File: config.mk
export PLATFORM = sky130hd
export DESIGN_NAME = watchdog_rst_ctrl
export DESIGN_NICKNAME = d
export VERILOG_FILES = /design/src/rtl/wdt_pkg.sv /design/src/rtl/wdt_prescaler.sv /design/src/rtl/wdt_counter.sv /design/src/rtl/wdt_rstctl.sv /design/src/rtl/watchdog_rst_ctrl.sv
export SDC_FILE = /design/constraint.sdc
export NUM_CORES = 1
export LEC_CHECK = 0
export CORE_UTILIZATION = 49
export DETAILED_ROUTE_END_ITERATION = 10
export GPL_ROUTABILITY_DRIVEN = 0
export GPL_TIMING_DRIVEN = 1
export PLACE_DENSITY = 0.76
export SETUP_SLACK_MARGIN = 0.1
export SLEW_MARGIN = 30
export SYNTH_ARGS = -nofsm -noshare
export SYNTH_HDL_FRONTEND = slang
export SYNTH_SLANG_ARGS = --single-unit
File: constraint.sdc
create_clock -name clk -period 2.2 [get_ports clk]
set_input_delay 0.44 -clock clk [delete_from_list [all_inputs] [get_ports clk]]
set_output_delay 0.44 -clock clk [all_outputs]
set_load 0.01 [all_outputs]
File: src/rtl/wdt_pkg.sv
// Shared constants for the watchdog block: register width, address map and
// bit positions that software and the bench both depend on.
package wdt_pkg;
    localparam int REG_W = 8;
    localparam int SEL_W = 3;
    localparam int ADDR_W = 2;

    localparam logic [ADDR_W-1:0] A_TCTL = 2'd0;
    localparam logic [ADDR_W-1:0] A_CNT  = 2'd1;
    localparam logic [ADDR_W-1:0] A_RCSR = 2'd2;

    // timer control register bit positions
    localparam int TC_IFLAG = 7;
    localparam int TC_MODE  = 6;
    localparam int TC_EN    = 5;

    // reset control register bit positions
    localparam int RC_FLAG  = 7;
    localparam int RC_ENA   = 6;
    localparam int RC_KIND  = 5;
    localparam logic [4:0] RC_RSV = 5'h1F;
endpackage

File: src/rtl/wdt_prescaler.sv
// Free-running clock divider for the timer.
// Produces a one-cycle tick every 2^(BASE_SHIFT+sel) cycles while enabled.
// Assumes: the divider restarts from zero whenever the enable is low.
module wdt_prescaler #(
    parameter int BASE_SHIFT = 1,
    parameter int SEL_W = 3
) (
    input  logic             clk,
    input  logic             rst_n,
    input  logic             en,
    input  logic [SEL_W-1:0] sel,
    output logic             tick
);
    localparam int PRE_W = BASE_SHIFT + (1 << SEL_W);

    logic [PRE_W-1:0] pre_q;
    logic [PRE_W-1:0] mask;

    // divider count, held at zero while disabled
    always_ff @(posedge clk) begin
        if (!rst_n)   pre_q <= '0;
        else if (!en) pre_q <= '0;
        else          pre_q <= pre_q + 1'b1;
    end

    // tick when the low BASE_SHIFT+sel bits are all ones
    always_comb begin
        mask = (PRE_W'(1) << (BASE_SHIFT + int'(sel))) - PRE_W'(1);
        tick = en && ((pre_q & mask) == mask);
    end
endmodule

File: src/rtl/wdt_counter.sv
// Counter and timer control register.
// Detects overflow, splits it by mode, self-clears on a watchdog overflow,
// and wraps and interrupts on an interval overflow.
// Assumes: a watchdog overflow wins over a same-cycle bus write.
module wdt_counter
    import wdt_pkg::*;
(
    input  logic             clk,
    input  logic             rst_n,
    input  logic             tick,
    input  logic             wr_tctl,
    input  logic             wr_cnt,
    input  logic [REG_W-1:0] wdata,
    output logic [REG_W-1:0] cnt_q,
    output logic [REG_W-1:0] tctl_rd,
    output logic             en_o,
    output logic [SEL_W-1:0] sel_o,
    output logic             wdt_ovf,
    output logic             ivl_irq
);
    logic             iflag_q, mode_q, en_q;
    logic [SEL_W-1:0] sel_q;
    logic             ovf, ivl_ovf;

    // overflow detection and split by mode
    always_comb begin
        ovf     = tick && (cnt_q == {REG_W{1'b1}});
        wdt_ovf = ovf && mode_q;
        ivl_ovf = ovf && !mode_q;
    end

    // counter: self-clear, then bus load, then count
    always_ff @(posedge clk) begin
        if (!rst_n)       cnt_q <= '0;
        else if (wdt_ovf) cnt_q <= '0;
        else if (wr_cnt)  cnt_q <= wdata;
        else if (tick)    cnt_q <= cnt_q + 1'b1;
    end

    // timer control register: self-clear, or write with a clear-only flag
    always_ff @(posedge clk) begin
        if (!rst_n || wdt_ovf) begin
            iflag_q <= 1'b0;
            mode_q  <= 1'b0;
            en_q    <= 1'b0;
            sel_q   <= '0;
        end else begin
            if (wr_tctl) begin
                mode_q <= wdata[TC_MODE];
                en_q   <= wdata[TC_EN];
                sel_q  <= wdata[SEL_W-1:0];
            end
            iflag_q <= (wr_tctl ? (iflag_q & wdata[TC_IFLAG]) : iflag_q) | ivl_ovf;
        end
    end

    // one-cycle interval interrupt
    always_ff @(posedge clk) begin
        if (!rst_n) ivl_irq <= 1'b0;
        else        ivl_irq <= ivl_ovf;
    end

    assign tctl_rd = {iflag_q, mode_q, en_q, 2'b00, sel_q};
    assign en_o    = en_q;
    assign sel_o   = sel_q;

    AST_SELF_RESET: assert property (@(posedge clk) disable iff (!rst_n)
        wdt_ovf |=> (cnt_q == '0) && (tctl_rd == '0));
    AST_IVL_WRAP: assert property (@(posedge clk) disable iff (!rst_n)
        (ivl_ovf && !wr_cnt) |=> (cnt_q == '0) && iflag_q);
    AST_IRQ_PULSE: assert property (@(posedge clk) disable iff (!rst_n)
        ivl_irq |=> !ivl_irq);
endmodule

File: src/rtl/wdt_rstctl.sv
// Reset control register.
// Holds the sticky watchdog flag and its read-then-write-0 clear, the reset
// enable and kind, and issues the registered one-cycle reset requests.
// Assumes: a power-on request returns this register to its initial state.
module wdt_rstctl
    import wdt_pkg::*;
(
    input  logic             clk,
    input  logic             rst_n,
    input  logic             wdt_ovf,
    input  logic             rd_rcsr,
    input  logic             wr_rcsr,
    input  logic [REG_W-1:0] wdata,
    output logic [REG_W-1:0] rcsr_rd,
    output logic             por_req,
    output logic             mrst_req
);
    logic flag_q, ena_q, kind_q, armed_q;
    logic req_now, por_now, mrst_now, clr_ok;

    // request decode and the armed-clear condition
    always_comb begin
        req_now  = wdt_ovf && ena_q;
        por_now  = req_now && !kind_q;
        mrst_now = req_now && kind_q;
        clr_ok   = wr_rcsr && armed_q && !wdata[RC_FLAG];
    end

    // register fields; a power-on request restores the initial state
    always_ff @(posedge clk) begin
        if (!rst_n || por_now) begin
            flag_q <= 1'b0;
            ena_q  <= 1'b0;
            kind_q <= 1'b0;
        end else begin
            flag_q <= wdt_ovf | (flag_q & !clr_ok);
            if (wr_rcsr) begin
                ena_q  <= wdata[RC_ENA];
                kind_q <= wdata[RC_KIND];
            end
        end
    end

    // armed by a read that sees the flag set, consumed by any write
    always_ff @(posedge clk) begin
        if (!rst_n || por_now)        armed_q <= 1'b0;
        else if (wr_rcsr)             armed_q <= 1'b0;
        else if (rd_rcsr && flag_q)   armed_q <= 1'b1;
    end

    // registered one-cycle reset requests
    always_ff @(posedge clk) begin
        if (!rst_n) begin
            por_req  <= 1'b0;
            mrst_req <= 1'b0;
        end else begin
            por_req  <= por_now;
            mrst_req <= mrst_now;
        end
    end

    assign rcsr_rd = {flag_q, ena_q, kind_q, RC_RSV};

    AST_FLAG_SOURCE: assert property (@(posedge clk) disable iff (!rst_n)
        $rose(flag_q) |-> $past(wdt_ovf));
    AST_FLAG_CLEAR: assert property (@(posedge clk) disable iff (!rst_n)
        $fell(flag_q) |-> ($past(armed_q && wr_rcsr && !wdata[RC_FLAG]) || por_req));
    AST_POR_PULSE: assert property (@(posedge clk) disable iff (!rst_n)
        por_req |=> !por_req);
    AST_REQ_EXCL: assert property (@(posedge clk) disable iff (!rst_n)
        !(por_req && mrst_req));
    AST_NO_REQ_DISABLED: assert property (@(posedge clk) disable iff (!rst_n)
        ($past(wdt_ovf) && !$past(ena_q)) |-> (!por_req && !mrst_req));
endmodule

File: src/rtl/watchdog_rst_ctrl.sv
// Top of the watchdog timer.
// Decodes the register bus, muxes read data and joins the prescaler,
// the counter with its control register, and the reset control register.
// Assumes: reads are combinational and a read access occupies one cycle.
module watchdog_rst_ctrl
    import wdt_pkg::*;
#(
    parameter int BASE_SHIFT = 1
) (
    input  logic              clk,
    input  logic              rst_n,
    input  logic              bus_sel,
    input  logic              bus_wr,
    input  logic [ADDR_W-1:0] bus_addr,
    input  logic [REG_W-1:0]  bus_wdata,
    output logic [REG_W-1:0]  bus_rdata,
    output logic              por_req,
    output logic              mrst_req,
    output logic              ivl_irq
);
    logic             wr_tctl, wr_cnt, wr_rcsr, rd_rcsr;
    logic             tick, en, wdt_ovf;
    logic [SEL_W-1:0] sel;
    logic [REG_W-1:0] cnt_q, tctl_rd, rcsr_rd;

    // bus access decode
    always_comb begin
        wr_tctl = bus_sel && bus_wr && (bus_addr == A_TCTL);
        wr_cnt  = bus_sel && bus_wr && (bus_addr == A_CNT);
        wr_rcsr = bus_sel && bus_wr && (bus_addr == A_RCSR);
        rd_rcsr = bus_sel && !bus_wr && (bus_addr == A_RCSR);
    end

    // read data mux
    always_comb begin
        case (bus_addr)
            A_TCTL:  bus_rdata = tctl_rd;
            A_CNT:   bus_rdata = cnt_q;
            A_RCSR:  bus_rdata = rcsr_rd;
            default: bus_rdata = '0;
        endcase
    end

    wdt_prescaler #(.BASE_SHIFT(BASE_SHIFT), .SEL_W(SEL_W)) u_pre (
        .clk(clk), .rst_n(rst_n), .en(en), .sel(sel), .tick(tick)
    );

    wdt_counter u_cnt (
        .clk(clk), .rst_n(rst_n), .tick(tick), .wr_tctl(wr_tctl),
        .wr_cnt(wr_cnt), .wdata(bus_wdata), .cnt_q(cnt_q), .tctl_rd(tctl_rd),
        .en_o(en), .sel_o(sel), .wdt_ovf(wdt_ovf), .ivl_irq(ivl_irq)
    );

    wdt_rstctl u_rst (
        .clk(clk), .rst_n(rst_n), .wdt_ovf(wdt_ovf), .rd_rcsr(rd_rcsr),
        .wr_rcsr(wr_rcsr), .wdata(bus_wdata), .rcsr_rd(rcsr_rd),
        .por_req(por_req), .mrst_req(mrst_req)
    );
endmodule

==> results_tabular.tex <==
\begin{tabular}{lr}
\hline
Metric & Value \\
\hline
\multicolumn{2}{l}{\textbf{Final layout}} \\
\quad Commonest non-fill, non-tap cell in the layout & sky130\_fd\_sc\_hd\_\_dfxtp\_1 \\
\quad Layout net count & 269 \\
\quad Number of diodes added for antenna fixing & 0 \\
\quad Layout-stage area growth over the synthesis result & 45.65\% \\
\quad Layout Cells excl Fill & 299 \\
\quad Cell area after layout & 2595 um2 \\
\quad Share of final-layout standard cells stronger than drive strength 1 & 0.3399 \\
\quad Most frequent cells in the layout & 28 x sky130\_fd\_sc\_hd\_\_dfxtp\_1, 18 x sky130\_fd\_sc\_hd\_\_nor2\_1, 18 x sky130\_fd\_sc\_hd\_\_buf\_4 \\
\multicolumn{2}{l}{\textbf{Clock tree}} \\
\quad Clk buf depth & 2 \\
\quad Clock root cell & sky130\_fd\_sc\_hd\_\_clkbuf\_4 \\
\quad H-tree depth reported by CTS & 2 \\
\quad Number of buffers created by CTS & 5 \\
\quad Clock Pin Slew Worst Setup and Hold Paths & 0.10 ns \\
\quad Worst-skew pair later-pin latency & 0.34 ns \\
\quad Clock sink count & 30 \\
\quad TritonCTS clock tree & built \\
\quad Cts hold-fix bufs & 0 \\
\multicolumn{2}{l}{\textbf{Critical path}} \\
\quad Endpoint of the most critical register-to-register path & u\_rst.por\_req\$\_SDFF\_PN0\_ \\
\quad Longest individual stage delay on the worst path & 0.41 ns \\
\quad Setup crit start kind & flip-flop \\
\quad Category of the most critical setup path & flip-flop to flip-flop \\
\quad Crit-path slowest cell & sky130\_fd\_sc\_hd\_\_or3\_4 \\
\quad CP required & 2.49 ns \\
\quad Crit path max-delay family & simple AND/OR/NAND/NOR gates \\
\quad Critical path data arrival time & 2.69 ns \\
\quad Maximum net fanout on the critical path & 4 \\
\quad Worst setup EP type & flip-flop \\
\quad Worst r2r src & u\_cnt.sel\_o[0]\$\_SDFFE\_PP0P\_ \\
\quad R2r worst-path depth & 9 \\
\quad Critical path buffers and inverters & 1 \\
\quad Reg2Reg Setup Slack & -0.20 ns \\
\quad Ordered list of cells on the worst path & or3\_4 -> ha\_4 -> o211ai\_1 -> a21oi\_2 -> o2111ai\_4 -> or2\_4 -> buf\_12 -> nor3b\_4 -> and2\_1 \\
\multicolumn{2}{l}{\textbf{Yosys}} \\
\quad Fraction of registers with async set/reset & 0 \\
\quad Count of synthesis-stage warnings from yosys & 0 \\
\quad Number of synthesized flops with an enable pin & 0 \\
\quad Number of distinct library cell variants in the gate-level netlist after synthesis & 52 \\
\quad Sequential-to-total area share from yosys stat & 0.3371 \\
\quad Most used flip-flop cell after synthesis & sky130\_fd\_sc\_hd\_\_dfxtp\_1 \\
\quad Syn\_area\_per\_cell & 8.909 um2 \\
\quad Post-synthesis cell area & 1782 um2 \\
\quad Number of storage elements in the synthesis netlist & 30 \\
\quad Mapped Cells & 200 \\
\quad Syn Nets & 217 \\
\multicolumn{2}{l}{\textbf{Route}} \\
\quad DR iter-0 viols & 111 \\
\quad Drc violations & 0 \\
\quad Routed vias/inst & 5.729 \\
\quad DRT antenna net count & 0 \\
\quad Average routed wire per standard cell & 17.10 um \\
\quad Length of the first detailed-routing pass in iterations & 5 \\
\quad Overall routed net length & 5112 um \\
\quad Via count & 1713 \\
\multicolumn{2}{l}{\textbf{STA}} \\
\quad Setup Skew & 0.007963 ns \\
\quad Slack of the critical path & -0.2006 ns \\
\quad Number of hold-slack violations in the final timing report & 0 \\
\quad Setup repair after global routing missed its margin & true \\
\quad Worst Hold Margin & 0.4831 ns \\
\quad Crit path time final & 2.401 ns \\
\quad Final number of setup-violating endpoints & 21 \\
\quad Worst Max-Slew Pin Slew & 0.5348 ns \\
\quad Highest clock rate & 416.6 MHz \\
\quad Max\_slew headroom & 0.6427 \\
\quad Post-route fraction of the period consumed by the critical path & 1.091 \\
\quad Final max-slew violation count & 0 \\
\multicolumn{2}{l}{\textbf{Run status}} \\
\quad Failing checks & negative setup slack \\
\quad Run status & finished, violations left \\
\multicolumn{2}{l}{\textbf{Power}} \\
\quad Overall power consumption & 1081 uW \\
\quad VDD IR max & 0.0003767 V \\
\quad Power density over cell area & 416.7 nW/um2 \\
\quad Leak & 0.0009604 uW \\
\multicolumn{2}{l}{\textbf{Place}} \\
\quad Input/output buffers & 24 \\
\quad Half-perimeter wire length of the detailed placement result & 2985 um \\
\quad Placed cell count & 283 \\
\quad Pre-CTS worst setup slack & -0.2482 ns \\
\quad Area post-placement & 2238 um2 \\
\multicolumn{2}{l}{\textbf{Global route}} \\
\quad All-Layer GR Usage & 0.2718 \\
\quad Antenna violations before repair & 0 \\
\quad Remaining Overflow, GRT & 0 \\
\quad Largest net degree at the start of global routing & 17 \\
\quad Wire length of the first global-routing pass & 8211 um \\
\quad Vias in the first global route & 1695 \\
\multicolumn{2}{l}{\textbf{Min path}} \\
\quad Hold Crit Start & u\_pre.pre\_q[0]\$\_SDFF\_PN0\_ \\
\quad Endpoint with the worst hold slack & u\_pre.pre\_q[0]\$\_SDFF\_PN0\_ \\
\quad Hold path cells & 1 \\
\quad Kind of path behind the tightest hold check & flip-flop to flip-flop \\
\multicolumn{2}{l}{\textbf{Floorplanning}} \\
\quad Die Ht & 62.30 um \\
\quad Number of cell rows & 21 \\
\quad Die extent in x & 62.30 um \\
\quad Core footprint & 3416 um2 \\
\quad Full die area & 3881 um2 \\
\quad I/O pin cnt & 25 \\
\quad Effective utilization at floorplan & 0.5216 \\
\multicolumn{2}{l}{\textbf{Job}} \\
\quad Maximum Capacitance Violations & 0 \\
\hline
\end{tabular}
==> flip-flops by register name, indices dropped and copies added (netlist names) <==
name	cells
u_rst.flag_q	1
u_rst.armed_q	1
u_cnt.ivl_irq	1
u_rst.por_req	1
u_pre.pre_q	9
u_cnt.iflag_q	1
u_rst.kind_q	1
u_cnt.sel_o	3
u_rst.ena_q	1
u_cnt.cnt_q	8
u_rst.mrst_req	1
u_cnt.mode_q	1
u_cnt.en_o	1
==> how the worst max path moves through the flow <==
stage,slack [ns],cells past startpoint,endpoint,start
finish,-0.20,9,u_rst.por_req$_SDFF_PN0_,u_cnt.sel_o[0]$_SDFFE_PP0P_
global placement,-0.21,6,bus_rdata[2],bus_addr[0]
floorplan,0.39,7,u_cnt.cnt_q[1]$_SDFFE_PP0P_,u_cnt.cnt_q[0]$_SDFFE_PP0P_
global route,-0.33,9,u_rst.por_req$_SDFF_PN0_,u_cnt.sel_o[0]$_SDFFE_PP0P_
CTS,-0.15,9,u_cnt.cnt_q[3]$_SDFFE_PP0P_,u_cnt.sel_o[0]$_SDFFE_PP0P_
detailed placement,-0.25,6,bus_rdata[0],bus_addr[0]
==> metal layers <==
| layer | GRT usage | routed length (um) |
|---|---|---|
| met2 | 0.4560 | 2490 |
| met5 | 0 | 0 |
| met3 | 0.05147 | 248 |
| met1 | 0.3379 | 2234 |
| met4 | 0.1192 | 139 |
==> what timing repair did <==
| action | 4_1_cts | 5_1_grt |
|---|---|---|
| endpoints found under the hold margin | 0 | 0 |
| pin swaps | 24 | 8 |
| endpoints found under the setup margin | 29 | 28 |
| setup buffers | 6 | 1 |
| cloned | 1 | 0 |
| gates resized for setup | 29 | 30 |
==> synthesized netlist by cell type (3+ instances only) <==
master	instances	area, um2
sky130_fd_sc_hd__a211oi_1	3	22.52
sky130_fd_sc_hd__a211oi_2	5	62.56
sky130_fd_sc_hd__a21oi_1	5	25.02
sky130_fd_sc_hd__and3_1	4	25.02
sky130_fd_sc_hd__clkbuf_1	3	11.26
sky130_fd_sc_hd__dfxtp_1	30	600.6
sky130_fd_sc_hd__ha_1	3	37.54
sky130_fd_sc_hd__inv_1	4	15.01
sky130_fd_sc_hd__mux2i_1	11	110.1
sky130_fd_sc_hd__nand2_1	17	63.81
sky130_fd_sc_hd__nand2b_1	3	18.77
sky130_fd_sc_hd__nand3_1	8	40.04
sky130_fd_sc_hd__nand4_1	3	18.77
sky130_fd_sc_hd__nor2_1	22	82.58
sky130_fd_sc_hd__nor2b_1	6	37.54
sky130_fd_sc_hd__nor3_1	7	35.03
sky130_fd_sc_hd__nor4b_2	4	60.06
sky130_fd_sc_hd__o21ai_0	11	55.05
sky130_fd_sc_hd__o21ai_2	3	26.28
sky130_fd_sc_hd__or3_1	3	18.77
sky130_fd_sc_hd__xnor2_1	9	78.83
==> stage by stage <==
| stage | setup TNS (ns) | utilization |
|---|---|---|
| finish | -3.651 | 0.7597 |
| global route | -6.008 | 0.7597 |
| CTS | -2.542 | 0.7322 |
| detailed placement | -4.048 | 0.6553 |
| global placement | -3.566 | 0.6553 |
| floorplan | 0 | - |
==> cell type report <==
class / instances / area (um2)
Clock inverter: 2 / 12.51
Inverter: 5 / 18.77
Sequential cell: 30 / 605.6
Tap cell: 46 / 57.56
Multi-Input combinational cell: 157 / 1323
Clock buffer: 6 / 51.30
Timing Repair Buffer: 53 / 526.8
Fill cell: 246 / 820.8
==> where the power goes <==
part	switching [uW]	total, uW	internal, uW
sequential	11.3	561	550
combinational	76.7	160	83.7
clock	206	360	153
total	294	1080	787
==> kinds of logic after synthesis <==
group | Yosys count | share of synthesized area
and+or+nand+nor | 89 | 0.2879
AOI/OAI and AO/OA | 41 | 0.1903
muxes | 12 | 0.06812
DFF | 30 | 0.3371
other | 1 | 0.002105
buffers and inverters | 13 | 0.03932
adders and majority gates | 3 | 0.02107
xor gates and xnor gates | 11 | 0.05408
Note: power is estimated with default switching activity, not from simulation.
